**config.mk**
```make
export PLATFORM = sky130hd
export DESIGN_NAME = hotswap_ctrl
export DESIGN_NICKNAME = d
export VERILOG_FILES = /design/src/rtl/hs_pkg.sv /design/src/rtl/hs_timer.sv /design/src/rtl/hs_cooldown.sv /design/src/rtl/hotswap_ctrl.sv
export SDC_FILE = /design/constraint.sdc
export NUM_CORES = 1
export LEC_CHECK = 0
export BUFFER_PORTS_ARGS = -buffer_cell sky130_fd_sc_hd__buf_2
export CAP_MARGIN = 10
export CORE_MARGIN = 2
export CORE_UTILIZATION = 56
export CTS_CLUSTER_DIAMETER = 50
export DETAILED_ROUTE_END_ITERATION = 8
export PLACE_DENSITY_LB_ADDON = 0.2
export SYNTH_ARGS = -nofsm -noshare
export SYNTH_HDL_FRONTEND = slang
export SYNTH_HIERARCHICAL = 1
export SYNTH_SLANG_ARGS = --single-unit
export TNS_END_PERCENT = 5
```
**constraint.sdc**
```tcl
create_clock -name clk -period 1.9 [get_ports clk]
set_input_delay 0 -clock clk [delete_from_list [all_inputs] [get_ports clk]]
set_output_delay 0 -clock clk [all_outputs]
set_load 0.005 [all_outputs]
```
**src/rtl/hs_pkg.sv**
```systemverilog
package hs_pkg;
   typedef enum logic [2:0] {
      ST_OFF,
      ST_DEB,
      ST_RAMP,
      ST_RUN,
      ST_COOL,
      ST_HOLD
   } hs_state_t;

   typedef enum logic [1:0] {
      CAUSE_NONE = 2'b00,
      CAUSE_TMO  = 2'b01,
      CAUSE_CB   = 2'b10
   } hs_cause_t;
endpackage

```
**src/rtl/hs_timer.sv**
```systemverilog
module hs_timer #(
   parameter int LIMIT = 2000
) (
   input  logic clk,
   input  logic rst_n,
   input  logic clr,
   input  logic tick,
   output logic done
);
   localparam int W = $clog2(LIMIT + 1);
   localparam logic [W-1:0] LIM_V = W'(LIMIT);

   generate
      if (LIMIT < 1) begin : g_bad
         $error("hs_timer: LIMIT must be at least 1");
      end
   endgenerate

   logic [W-1:0] cnt_q;

   always_ff @(posedge clk or negedge rst_n) begin
      if (!rst_n)                 cnt_q <= '0;
      else if (clr)               cnt_q <= '0;
      else if (tick && !done)     cnt_q <= cnt_q + 1'b1;
   end

   assign done = (cnt_q == LIM_V);
endmodule

```
**src/rtl/hs_cooldown.sv**
```systemverilog
module hs_cooldown #(
   parameter int HALF_TICKS = 31250,
   parameter int CYCLES     = 256
) (
   input  logic clk,
   input  logic rst_n,
   input  logic clr,
   input  logic tick,
   output logic done
);
   localparam int CW = $clog2(CYCLES + 1);
   localparam logic [CW-1:0] CYC_V = CW'(CYCLES);

   generate
      if (HALF_TICKS < 1 || CYCLES < 1) begin : g_bad
         $error("hs_cooldown: HALF_TICKS and CYCLES must be at least 1");
      end
   endgenerate

   logic half_wrap;

   generate
      if (HALF_TICKS == 1) begin : g_direct
         assign half_wrap = tick & ~clr & ~done;
      end else begin : g_div
         localparam int HW = $clog2(HALF_TICKS);
         localparam logic [HW-1:0] HTOP = HW'(HALF_TICKS - 1);
         logic [HW-1:0] hc_q;
         always_ff @(posedge clk or negedge rst_n) begin
            if (!rst_n)                  hc_q <= '0;
            else if (clr)                hc_q <= '0;
            else if (tick && !done) begin
               if (hc_q == HTOP)         hc_q <= '0;
               else                      hc_q <= hc_q + 1'b1;
            end
         end
         assign half_wrap = tick & ~clr & ~done & (hc_q == HTOP);
      end
   endgenerate

   logic          phase_q;
   logic [CW-1:0] cyc_q;

   always_ff @(posedge clk or negedge rst_n) begin
      if (!rst_n) begin
         phase_q <= 1'b0;
         cyc_q   <= '0;
      end else if (clr) begin
         phase_q <= 1'b0;
         cyc_q   <= '0;
      end else if (half_wrap) begin
         phase_q <= ~phase_q;
         if (phase_q) cyc_q <= cyc_q + 1'b1;
      end
   end

   assign done = (cyc_q == CYC_V);
endmodule

```
**src/rtl/hotswap_ctrl.sv**
```systemverilog
module hotswap_ctrl #(
   parameter int DEB_TICKS      = 2000,
   parameter int TMO_TICKS      = 100000,
   parameter int OSC_HALF_TICKS = 31250,
   parameter int RETRY_CYCLES   = 256
) (
   input  logic       clk,
   input  logic       rst_n,
   input  logic       tick,
   input  logic       supply_ok,
   input  logic       uv_ok,
   input  logic       ov_fault,
   input  logic       ilim_active,
   input  logic       cb_over,
   input  logic       ramp_done,
   input  logic       retry_dis,
   output logic       gate_en,
   output logic       ramp_dump,
   output logic       start_done,
   output logic       flag_clr,
   output logic       cb_armed,
   output logic [1:0] fault_cause
);
   import hs_pkg::*;

   hs_state_t state_q, state_d;
   hs_cause_t cause_q;
   logic      start_q;
   logic      win_ok, live, deb_done, tmo_done, cool_done;
   logic      in_run, trip, fault_state_is_cool;

   assign win_ok = uv_ok & ~ov_fault;
   assign live   = win_ok & supply_ok;
   assign in_run = (state_q == ST_RUN);
   assign trip   = in_run & cb_over;
   assign fault_state_is_cool = ~retry_dis;

   hs_timer #(.LIMIT(DEB_TICKS)) u_deb (
      .clk(clk), .rst_n(rst_n), .clr(state_q != ST_DEB), .tick(tick), .done(deb_done)
   );

   hs_timer #(.LIMIT(TMO_TICKS)) u_tmo (
      .clk(clk), .rst_n(rst_n), .clr(state_q != ST_RAMP), .tick(tick), .done(tmo_done)
   );

   hs_cooldown #(.HALF_TICKS(OSC_HALF_TICKS), .CYCLES(RETRY_CYCLES)) u_cool (
      .clk(clk), .rst_n(rst_n), .clr(state_q != ST_COOL), .tick(tick), .done(cool_done)
   );

   always_comb begin
      state_d = state_q;
      if (!live) begin
         state_d = ST_OFF;
      end else begin
         case (state_q)
            ST_OFF:  state_d = ST_DEB;
            ST_DEB:  if (deb_done) state_d = ST_RAMP;
            ST_RAMP: begin
               if (ramp_done && !ilim_active) state_d = ST_RUN;
               else if (tmo_done) state_d = fault_state_is_cool ? ST_COOL : ST_HOLD;
            end
            ST_RUN:  if (cb_over) state_d = fault_state_is_cool ? ST_COOL : ST_HOLD;
            ST_COOL: if (cool_done) state_d = ST_DEB;
            ST_HOLD: state_d = ST_HOLD;
            default: state_d = ST_OFF;
         endcase
      end
   end

   always_ff @(posedge clk or negedge rst_n) begin
      if (!rst_n) begin
         state_q <= ST_OFF;
         cause_q <= CAUSE_NONE;
         start_q <= 1'b0;
      end else if (!supply_ok) begin
         state_q <= ST_OFF;
         cause_q <= CAUSE_NONE;
         start_q <= 1'b0;
      end else begin
         state_q <= state_d;
         start_q <= (state_d == ST_RUN) && (state_q == ST_RAMP);
         if (state_d == ST_DEB && state_q != ST_DEB)
            cause_q <= CAUSE_NONE;
         else if (state_q == ST_RAMP && (state_d == ST_COOL || state_d == ST_HOLD))
            cause_q <= CAUSE_TMO;
         else if (state_q == ST_RUN && (state_d == ST_COOL || state_d == ST_HOLD))
            cause_q <= CAUSE_CB;
      end
   end

   assign gate_en     = ((state_q == ST_RAMP) || in_run) & live & ~trip;
   assign ramp_dump   = ~((state_q == ST_DEB) || (state_q == ST_RAMP) || in_run) | ~live;
   assign flag_clr    = ~(in_run & gate_en);
   assign cb_armed    = in_run;
   assign start_done  = start_q;
   assign fault_cause = cause_q;
endmodule

```
[Yosys cells after proc, flatten, opt, wreduce, memory -nomap -nowiden]
Index checks and enable logic that the tools add are counted.
W data, S select, Z words.
Word-level totals
  register bits: 59
  output and inout bits: 7
  bits of input ports: 10
  word-level logic and storage cells: 96
Cells by class
  equal/unequal tests: 17
  bitwise logic cells: 18
  reductions and logical operators: 23
  multiplexer cells: 26
  add/subtract/negate cells: 4
Operators by type and width (count)
  $mux W15: 3
  $mux W17: 2
  $mux W9: 3
  $mux W11: 2
  $mux W3: 7
  $pmux W3 S6: 1
  $add A17 B1 Y17 const B: 1
  $eq A17 B17 Y1 const B: 1
  $add A15 B1 Y15 const B: 1
  $eq A15 B15 Y1 const B: 1
  $eq A3 B3 Y1 const B: 4
  $add A11 B1 Y11 const B: 1
  $eq A11 B11 Y1 const B: 1
  $reduce_bool A2 Y1: 5
  $add A9 B1 Y9 const B: 1
  $and A1 B1 Y1: 9
  $eq A3 B2 Y1 const B: 3
  $eq A9 B9 Y1 const B: 1
  $logic_and A1 B1 Y1: 8
  $mux W2: 4
  $not A1 Y1: 8
  $eq A3 B1 Y1 const B: 2
  $logic_not A1 Y1: 4
  $logic_or A1 B1 Y1: 4
  8 further kinds: 11

[Depth between registers and ports, before layout]
Gate-level depths: netlist (run 1).
  depth after elaboration: 12
  gate-level depth with buffers: 9
  gate-level depth less buffers: 9

[By module]
Netlist (run 1), hierarchy kept.
Modules (own cells, without submodules)
  hs_cooldown: cells each 174, times used 1, area each 1581.5 sq um, sequential area each 625.6 sq um
  hs_timer (u_tmo): cells each 102, times used 1, area each 940.9 sq um, sequential area each 425.4 sq um
  hs_timer (u_deb): cells each 64, times used 1, area each 624.3 sq um, sequential area each 275.3 sq um
  hotswap_ctrl: cells each 52, times used 1, area each 471.7 sq um, sequential area each 150.1 sq um

[Least setup slack after synthesis (run 1)]
No wires, ideal clock.
  path kind: register to register
  from: reg u_tmo.cnt_q[0]
  to: reg cause_q[0] (netlist: fault_cause[0])
  data required time: 1.780 ns
  clock period less this slack: 2.038 ns
  path buffers: 0
  library setup time: 0.120 ns
  stages on the path, launching flop included: 10
  data arrival time: 1.919 ns
  setup slack: -0.138 ns
  path through: dfrtp_1 inv_1 ha_1 nor4bb_1 and4_1 nand2_1 a21oi_2 a211oi_1 nor4_2 and3b_1
On the way
  longest elaborated chain between the ends: 11
  elaborated cells on any way between the ends: 16
  those cells by class: 5 x eq/ne; 7 x mux; 4 x reduce/logical
Ends and longest elaborated chain
  start, declared: line hs_timer.sv:19  | logic [W-1:0] cnt_q;
  start signal, assigned: line hs_timer.sv:24  | else if (tick && !done) cnt_q <= cnt_q + 1'b1;
  $eq A17 B17 Y1 *: line hs_timer.sv:27  | assign done = (cnt_q == LIM_V);
  named net tmo_done: line hotswap_ctrl.sv:29  | logic win_ok, live, deb_done, tmo_done, cool_done;
  $mux W3 *: line hotswap_ctrl.sv:60  | else if (tmo_done) state_d = fault_state_is_cool ? ST_COOL : ST_HOLD;
  $mux W3 *: line hotswap_ctrl.sv:59  | if (ramp_done && !ilim_active) state_d = ST_RUN;
  $pmux W3 S6 *: line hotswap_ctrl.sv:55  | case (state_q)
  $mux W3 *: line hotswap_ctrl.sv:52  | if (!live) begin
  $eq A3 B3 Y1: line hotswap_ctrl.sv:84, hotswap_ctrl.sv:86
  $logic_or A1 B1 Y1: line hotswap_ctrl.sv:84, hotswap_ctrl.sv:86
  $logic_and A1 B1 Y1: line hotswap_ctrl.sv:84  | else if (state_q == ST_RAMP && (state_d == ST_COOL || state_d == ST_HOLD))
  $mux W2: line hotswap_ctrl.sv:84
  $mux W2: line hotswap_ctrl.sv:82  | if (state_d == ST_DEB && state_q != ST_DEB)
  $mux W2: line hotswap_ctrl.sv:75  | end else if (!supply_ok) begin
  end signal, assigned: line hotswap_ctrl.sv:77  | cause_q <= CAUSE_NONE;
  end signal, assigned: line hotswap_ctrl.sv:83  | cause_q <= CAUSE_NONE;
  end signal, assigned: line hotswap_ctrl.sv:85  | cause_q <= CAUSE_TMO;
  end, declared: line hotswap_ctrl.sv:27  | hs_cause_t cause_q;
Mark *: on every way through the listed nets, which the timed path passes. The rest lies on a longest branch.
A chain may end at the register's enable or synchronous reset.

[Worst setup path after layout (run 1)]
  from: reg u_tmo.cnt_q[0]
  to: reg cause_q[1] (netlist: fault_cause[1])
Same word-level chain as after synthesis.

==> reports/summary.txt, run 1 <==
status -> complete, but fails checks
failing checks -> hold timing, setup timing
Syn Nets -> 410
initial antenna violation count -> 0
post-placement setup slack -> -0.0960 ns
maximum count of clock buffers along a single path -> 2
total net switching power -> 0.556 mW
vias -> 3374
Rel. slew slack -> 69.2%
Setup Crit Path Kind -> reg2reg
most frequent cells in the layout -> dfrtp_1, buf_4, a21oi_1
Die Ht -> 84.4 um
count of inserted antenna diode cells -> 0
DP HPWL -> 6.04 mm
sequential fraction of the synthesis area -> 40.8%
Die Width -> 84.4 um
DRC violations left -> 0
Via density -> 6.18
total chip power -> 2.60 mW
worst hold slack across all endpoints -> -0.0274 ns
post-layout min period -> 2.02 ns
actual slew at the worst max-slew pin -> 0.462 ns
post-route clock skew -> 0.00680 ns
yosys synthesis warning count -> 6
post-synthesis average cell area -> 9.23 um^2
layout cells sized above 1 -> 28.4%
part of the power in registers -> 48.5%
DP Area -> 4160 um^2
maximum clock frequency -> 494 MHz
power share of the clock group -> 47.1%
cells after synthesis -> 392
Setup violations, final -> 4
via count of the first global-routing pass -> 3263
static leakage -> 1.85 nW
leftover overflow at the end of global routing -> 0
die footprint -> 7120 um^2
input/output buffers -> 16
post-detailed-routing wire length -> 8.90 mm
dominant register cell in the synthesized netlist -> dfrtp_1
number of buffers created by CTS -> 9
critical path data required time -> 2.14 ns
number of iterations in the first detailed-routing pass -> 5
arrival time at the worst endpoint -> 2.26 ns
Final Cycle Share -> 107%
placeable core area -> 6310 um^2
initial drt markers -> 199
hold-fix buffer count after cts -> 1
post-layout net count -> 483
clock transition at the registers of the reported paths -> 0.07 ns
total internal power -> 2.04 mW
switching fraction of total power -> 21.4%
TritonCTS clock tree -> yes
# rows -> 29
Synth Cell Area -> 3620 um^2
pwr/cell area -> 577 nW/um^2
smallest setup slack after layout -> -0.124 ns
total of max-cap violations -> 0
share of flip-flops with an asynchronous set or reset -> 100%
final count of hold timing violations -> 2
Critical Path End Type -> flip-flop
remaining antenna violation count after routing -> 0
IO Pins -> 17
Logic pwr share -> 4.3%
Max FO, Critical Path -> 2
most common cell after layout, fill and taps aside -> dfrtp_1
first-pass GRT wire length -> 14.8 mm
RSZ-0062 raised after global routing -> yes
insertion delay to the later sink of the worst-skew pair -> 0.34 ns
root buffer cell -> clkbuf_8
routed len/inst -> 16.3 um
EDFF count, synth -> 0
GPL Wtd Cong -> 0.880
post-synthesis to final-layout area growth -> 24.2%
CP startpoint kind -> flip-flop
number of max-slew violations in the final report -> 0
count of different cell masters after synthesis -> 65
final instance area -> 4490 um^2
path class of the lowest-slack min-delay path -> in2reg
H-tree depth -> 3
overall global routing resource usage -> 25.9%
VDD IR max -> 0.000409 V
clock sink count -> 59
post-synthesis register bit count -> 59
Starting Density -> 57.3%
largest net degree at the start of global routing -> 23
flip-flops by register name, summed over array words and instances (netlist names):
signal / cells
u_deb/cnt_q: 11
state_q: 3
u_tmo/cnt_q: 17
u_cool/cyc_q: 9
start_done: 1
u_cool/g_div.hc_q: 15
u_cool/phase_q: 1
fault_cause: 2
worst max-delay path, cell delays in order (launching register included):
cell and delay, ns:
dfrtp_1 0.39, inv_1 0.07, ha_1 0.15, nor4bb_4 0.22
and4_4 0.28, a21oi_2 0.07, o22a_1 0.19, nor4_2 0.33
and3b_1 0.22
path summary, 6_finish.rpt:
check | endpoint | slack [ns] | startpoint | cells after the start
setup / recovery | fault_cause[1] | -0.12 | u_tmo/cnt_q[0] | 8
hold / removal | fault_cause[0] | -0.03 | supply_ok | 2
setup reg to reg | fault_cause[1] | -0.12 | u_tmo/cnt_q[0] | 8
hold reg to reg | u_cool/cyc_q[0] | 0.56 | u_cool/cyc_q[0] | 3
max in group asynchronous | u_cool/g_div.hc_q[4] | 1.11 | rst_n | 3
min in group asynchronous | u_tmo/cnt_q[15] | 0.14 | rst_n | 2
cells by family after synthesis:
logic type	Yosys count	synth area share [%]
buf+inv	39	5.26
simple gates	180	30.4
flops	59	40.8
mux	5	1.59
compound gates	90	16.5
fa+ha+maj	8	2.77
xor+xnor	11	2.66
per-stage QoR:
stage	cells	hold WS, ns	setup TNS [ns]	utilization [%]
after CTS	546	-0.0395	-0.221	70.2
after floorplan	392	-0.296	-0.0512	-
after global placement	528	-0.0302	-0.0508	66.0
after detailed placement	528	-0.0240	-0.283	66.0
final	546	-0.0274	-0.268	71.2
after global routing	546	-0.0337	-1.22	71.2
area by class of cell:
type                    instances  area, um^2
repair buffers                 78         572
well taps                      77        96.3
flip-flops and latches         59        1480
clock inverters                 1        30.0
inverters                      23        86.3
clock buffers                  14         183
multi-input cells             294        2050
fillers                       462        1820
per-layer routing:
metal	vias up	track usage [%]	share of wire, %
met5	-	0	0
met4	0	12.7	2.4
met3	22	4.03	4.0
met2	101	44.5	51
met1	1649	31.9	42
li1	1602	-	-
power groups by stage:
stage	Sequential (mW)	Combinational (mW)	Clock (mW)
floorplan	1.28	0.0424	0
global placement	1.28	0.105	0
detailed placement	1.28	0.107	0
CTS	1.26	0.110	1.25
global route	1.26	0.125	1.30
finish	1.26	0.112	1.22
Yosys cell counts, drive strengths merged, types with 3 or more instances:
library cell | count | area, um^2
dfrtp | 59 | 1480
a21oi | 38 | 198
nor2 | 29 | 109
nand2 | 25 | 96.4
inv | 23 | 86.3
nand4 | 20 | 138
nand3 | 18 | 95.1
o21ai | 16 | 91.3
or3 | 15 | 95.1
or4 | 13 | 105
nand2b | 11 | 68.8
clkbuf | 10 | 37.5
o31ai | 10 | 75.1
ha | 8 | 100
o32ai | 8 | 77.6
and3 | 7 | 43.8
nor2b | 7 | 43.8
buf | 6 | 66.3
nor3 | 6 | 30.0
xnor2 | 6 | 52.6
and3b | 5 | 45.0
nor4 | 5 | 43.8
xor2 | 5 | 43.8
and4 | 4 | 35.0
a21o | 3 | 23.8
a41oi | 3 | 26.3
mux2 | 3 | 37.5
nand3b | 3 | 26.3
nor4bb | 3 | 30.0
repair_timing:
| item | 4_1_cts | 5_1_grt |
|---|---|---|
| resized for setup | 7 | 12 |
| endpoints found under the setup margin | 7 | 21 |
| pin swaps | 4 | 6 |
| cloned | 0 | 0 |
| setup buffers | 2 | 0 |
| hold endpoints to repair | 20 | 2 |
No activity file was read; power rests on OpenSTA's default activity.
==> run 2, diff against run 1 <==
--- a/config.mk
+++ b/config.mk
@@ -11,6 +11,7 @@
 export CORE_UTILIZATION = 56
 export CTS_CLUSTER_DIAMETER = 50
 export DETAILED_ROUTE_END_ITERATION = 8
+export MAX_ROUTING_LAYER = met4
 export PLACE_DENSITY_LB_ADDON = 0.2
 export SYNTH_ARGS = -nofsm -noshare
 export SYNTH_HDL_FRONTEND = slang
==> constraint.sdc (replaced) <==
create_clock -name clk -period 1.9 [get_ports clk]
set_input_delay 0 -clock clk [delete_from_list [all_inputs] [get_ports clk]]
set_output_delay 0 -clock clk [all_outputs]
set_load 0.1 [all_outputs]
==> run 2 against run 1 <==
Compared with the run above:
- the run still ends with hold timing, setup timing left
- clock power up 8%
- core utilization about the same
- clock skew rose by 0.0054 ns
- cell area barely moved
- final cell count increased by 0.37%
- die area unchanged
- setup slack improved by 0.0063 ns
- largest power group is now clock
==> reports/summary.txt, run 2 (synthesis gave the netlist of run 1 again) <==
remaining antenna violation count after routing -> 0 (unchanged)
layout cells sized above 1 -> 28.2% (-0.12 points)
RSZ-0062 raised after global routing -> yes
initial antenna violation count -> 0 (unchanged)
post-synthesis to final-layout area growth -> 24.2% (about the same)
CP startpoint kind -> flip-flop
DP HPWL -> 6.10 mm (+0.99%)
# rows -> 29 (unchanged)
routed len/inst -> 16.5 um (+1.2%)
Starting Density -> 57.3% (unchanged)
initial drt markers -> 171 (-14%)
number of cells in the design after placement -> 528 (unchanged)
Setup violations, final -> 4 (unchanged)
GPL Wtd Cong -> 0.907 (+3.1%)
die footprint -> 7120 um^2 (unchanged)
number of max-slew violations in the final report -> 0 (unchanged)
DRC violations left -> 0 (unchanged)
most frequent cells in the layout -> buf_4, dfrtp_1, a21oi_1
input/output buffers -> 16 (unchanged)
Setup Crit Path Kind -> reg2reg
Die Ht -> 84.4 um (unchanged)
largest register by flop count -> u_tmo/cnt_q
H-tree depth -> 3 (unchanged)
largest net degree at the start of global routing -> 34 (+48%)
worst hold slack across all endpoints -> -0.0354 ns (-0.00798 ns)
placeable core area -> 6310 um^2 (unchanged)
maximum clock frequency -> 496 MHz (+0.31%)
clock transition at the registers of the reported paths -> 0.07 ns (about the same)
post-layout min period -> 2.02 ns (-0.00633 ns)
total chip power -> 2.69 mW (+3.6%)
post-layout net count -> 484 (+0.21%)
post-detailed-routing wire length -> 9.04 mm (+1.5%)
post-route clock skew -> 0.0122 ns (+0.00544 ns)
most common cell after layout, fill and taps aside -> buf_4
cell class contributing the biggest share of worst-path delay -> simple AND/OR/NAND/NOR gates
count of inserted antenna diode cells -> 0 (unchanged)
path class of the lowest-slack min-delay path -> in2reg
actual slew at the worst max-slew pin -> 0.487 ns (+0.0251 ns)
hold-fix buffer count after cts -> 1 (unchanged)
first-pass GRT wire length -> 15.6 mm (+5.2%)
IO Pins -> 17 (unchanged)
met2 usage in global routing -> 43.1% (-1.4 points)
ordered cell list for the critical path -> inv_2 -> ha_1 -> nand4b_1 -> nor4_2 -> buf_4 -> a221oi_2 -> a211oi_2 -> nor2_2 -> and3_1
number of iterations in the first detailed-routing pass -> 5 (unchanged)
status -> complete, but fails checks
Via density -> 6.21 (+0.55%)
insertion delay to the later sink of the worst-skew pair -> 0.34 ns (about the same)
leading registers by flop count -> u_tmo/cnt_q x17, u_cool/g_div.hc_q x15, u_deb/cnt_q x11
met3 track demand over resource in global routing -> 5.60% (+1.6 points)
Die Width -> 84.4 um (unchanged)
Final Core Density -> 71.2% (about the same)
failing checks -> hold timing, setup timing
number of buffers created by CTS -> 9 (unchanged)
smallest setup slack after layout -> -0.118 ns (+0.00633 ns)
root buffer cell -> clkbuf_8
arrival time at the worst endpoint -> 2.24 ns (-0.02 ns)
critical path data required time -> 2.13 ns (about the same)
overall global routing resource usage -> 28.0% (+2.1 points)
leftover overflow at the end of global routing -> 0 (unchanged)
Critical Path End Type -> flip-flop
Crit path buffers/inverters -> 2 (+1)
Rel. slew slack -> 67.7% (-1.4 points)
number of cells in the finished layout apart from fillers -> 548 (+0.37%)
grt met1 use -> 36.4% (+4.5 points)
maximum count of clock buffers along a single path -> 2 (unchanged)
total of max-cap violations -> 0 (unchanged)
static leakage -> 1.86 nW (+0.60%)
flip-flop count of the largest register after layout -> 17 (unchanged)
Final Cycle Share -> 106% (-0.33 points)
clock sink count -> 59 (unchanged)
Max FO, Critical Path -> 3 (+1)
TritonCTS clock tree -> yes
final count of hold timing violations -> 2 (unchanged)
highest-delay cell along the critical path -> dfrtp_1
via count of the first global-routing pass -> 3346 (+2.5%)
VDD IR max -> 0.000449 V (+9.7%)
pwr/cell area -> 598 nW/um^2 (+3.6%)
worst stage delay on the critical path -> 0.39 ns (about the same)
vias -> 3405 (+0.92%)
global routing's busiest layer -> met2
run 2: cell type report:
class	count	area, um^2
Tap cell	77	96.3
Inverter	23	86.3
Fill cell	496	1820
Clock buffer	11	151
Clock inverter	5	75.1
Multi-Input combinational cell	294	2030
Timing Repair Buffer	79	577
Sequential cell	59	1480
run 2: timing repair:
item / 4_1_cts / 5_1_grt
resized for setup: 7 / 7
setup endpoints to repair: 7 / 14
endpoints found under the hold margin: 61 / 2
pin swaps: 6 / 3
setup buffers: 1 / 2
run 2: path summary, 6_finish.rpt:
| kind | end | slack (ns) | startpoint | cells past startpoint |
|---|---|---|---|---|
| min in group asynchronous | u_deb/cnt_q[9] | 0.19 | rst_n | 3 |
| hold / removal | fault_cause[0] | -0.04 | supply_ok | 2 |
| max in group asynchronous | u_tmo/cnt_q[5] | 1.36 | rst_n | 3 |
| hold reg to reg | u_cool/g_div.hc_q[14] | 0.55 | u_cool/g_div.hc_q[14] | 2 |
| setup reg to reg | start_done | -0.12 | u_deb/cnt_q[0] | 9 |
| setup / recovery | start_done | -0.12 | u_deb/cnt_q[0] | 9 |
run 2: where the power goes:
| group | internal [mW] | switching, mW | total (mW) |
|---|---|---|---|
| Combinational | 0.0384 | 0.0746 | 0.113 |
| Sequential | 1.26 | 0.00201 | 1.26 |
| Clock | 0.803 | 0.513 | 1.32 |
run 2: per-layer routing:
metal  vias to the layer above  part of all wire [%]
li1                       1616                     -
met3                        25                   5.3
met5                         -                     0
met2                       121                    48
met1                      1643                    44
met4                         0                   2.5
run 2: stage by stage:
stage          setup slack (ns)  instance area, um^2  hold WS (ns)  TNS [ns]
5_1_grt                  -0.189                 4500       -0.0420    -0.698
3_5_place_dp            -0.0783                 4160        0.0281    -0.246
4_1_cts                 -0.0277                 4440       -0.0453   -0.0692
6_report                 -0.118                 4500       -0.0354    -0.299
2_1_floorplan           -0.0202                 3640        -0.296   -0.0405
3_3_place_gp            -0.0194                 4160        0.0267   -0.0452
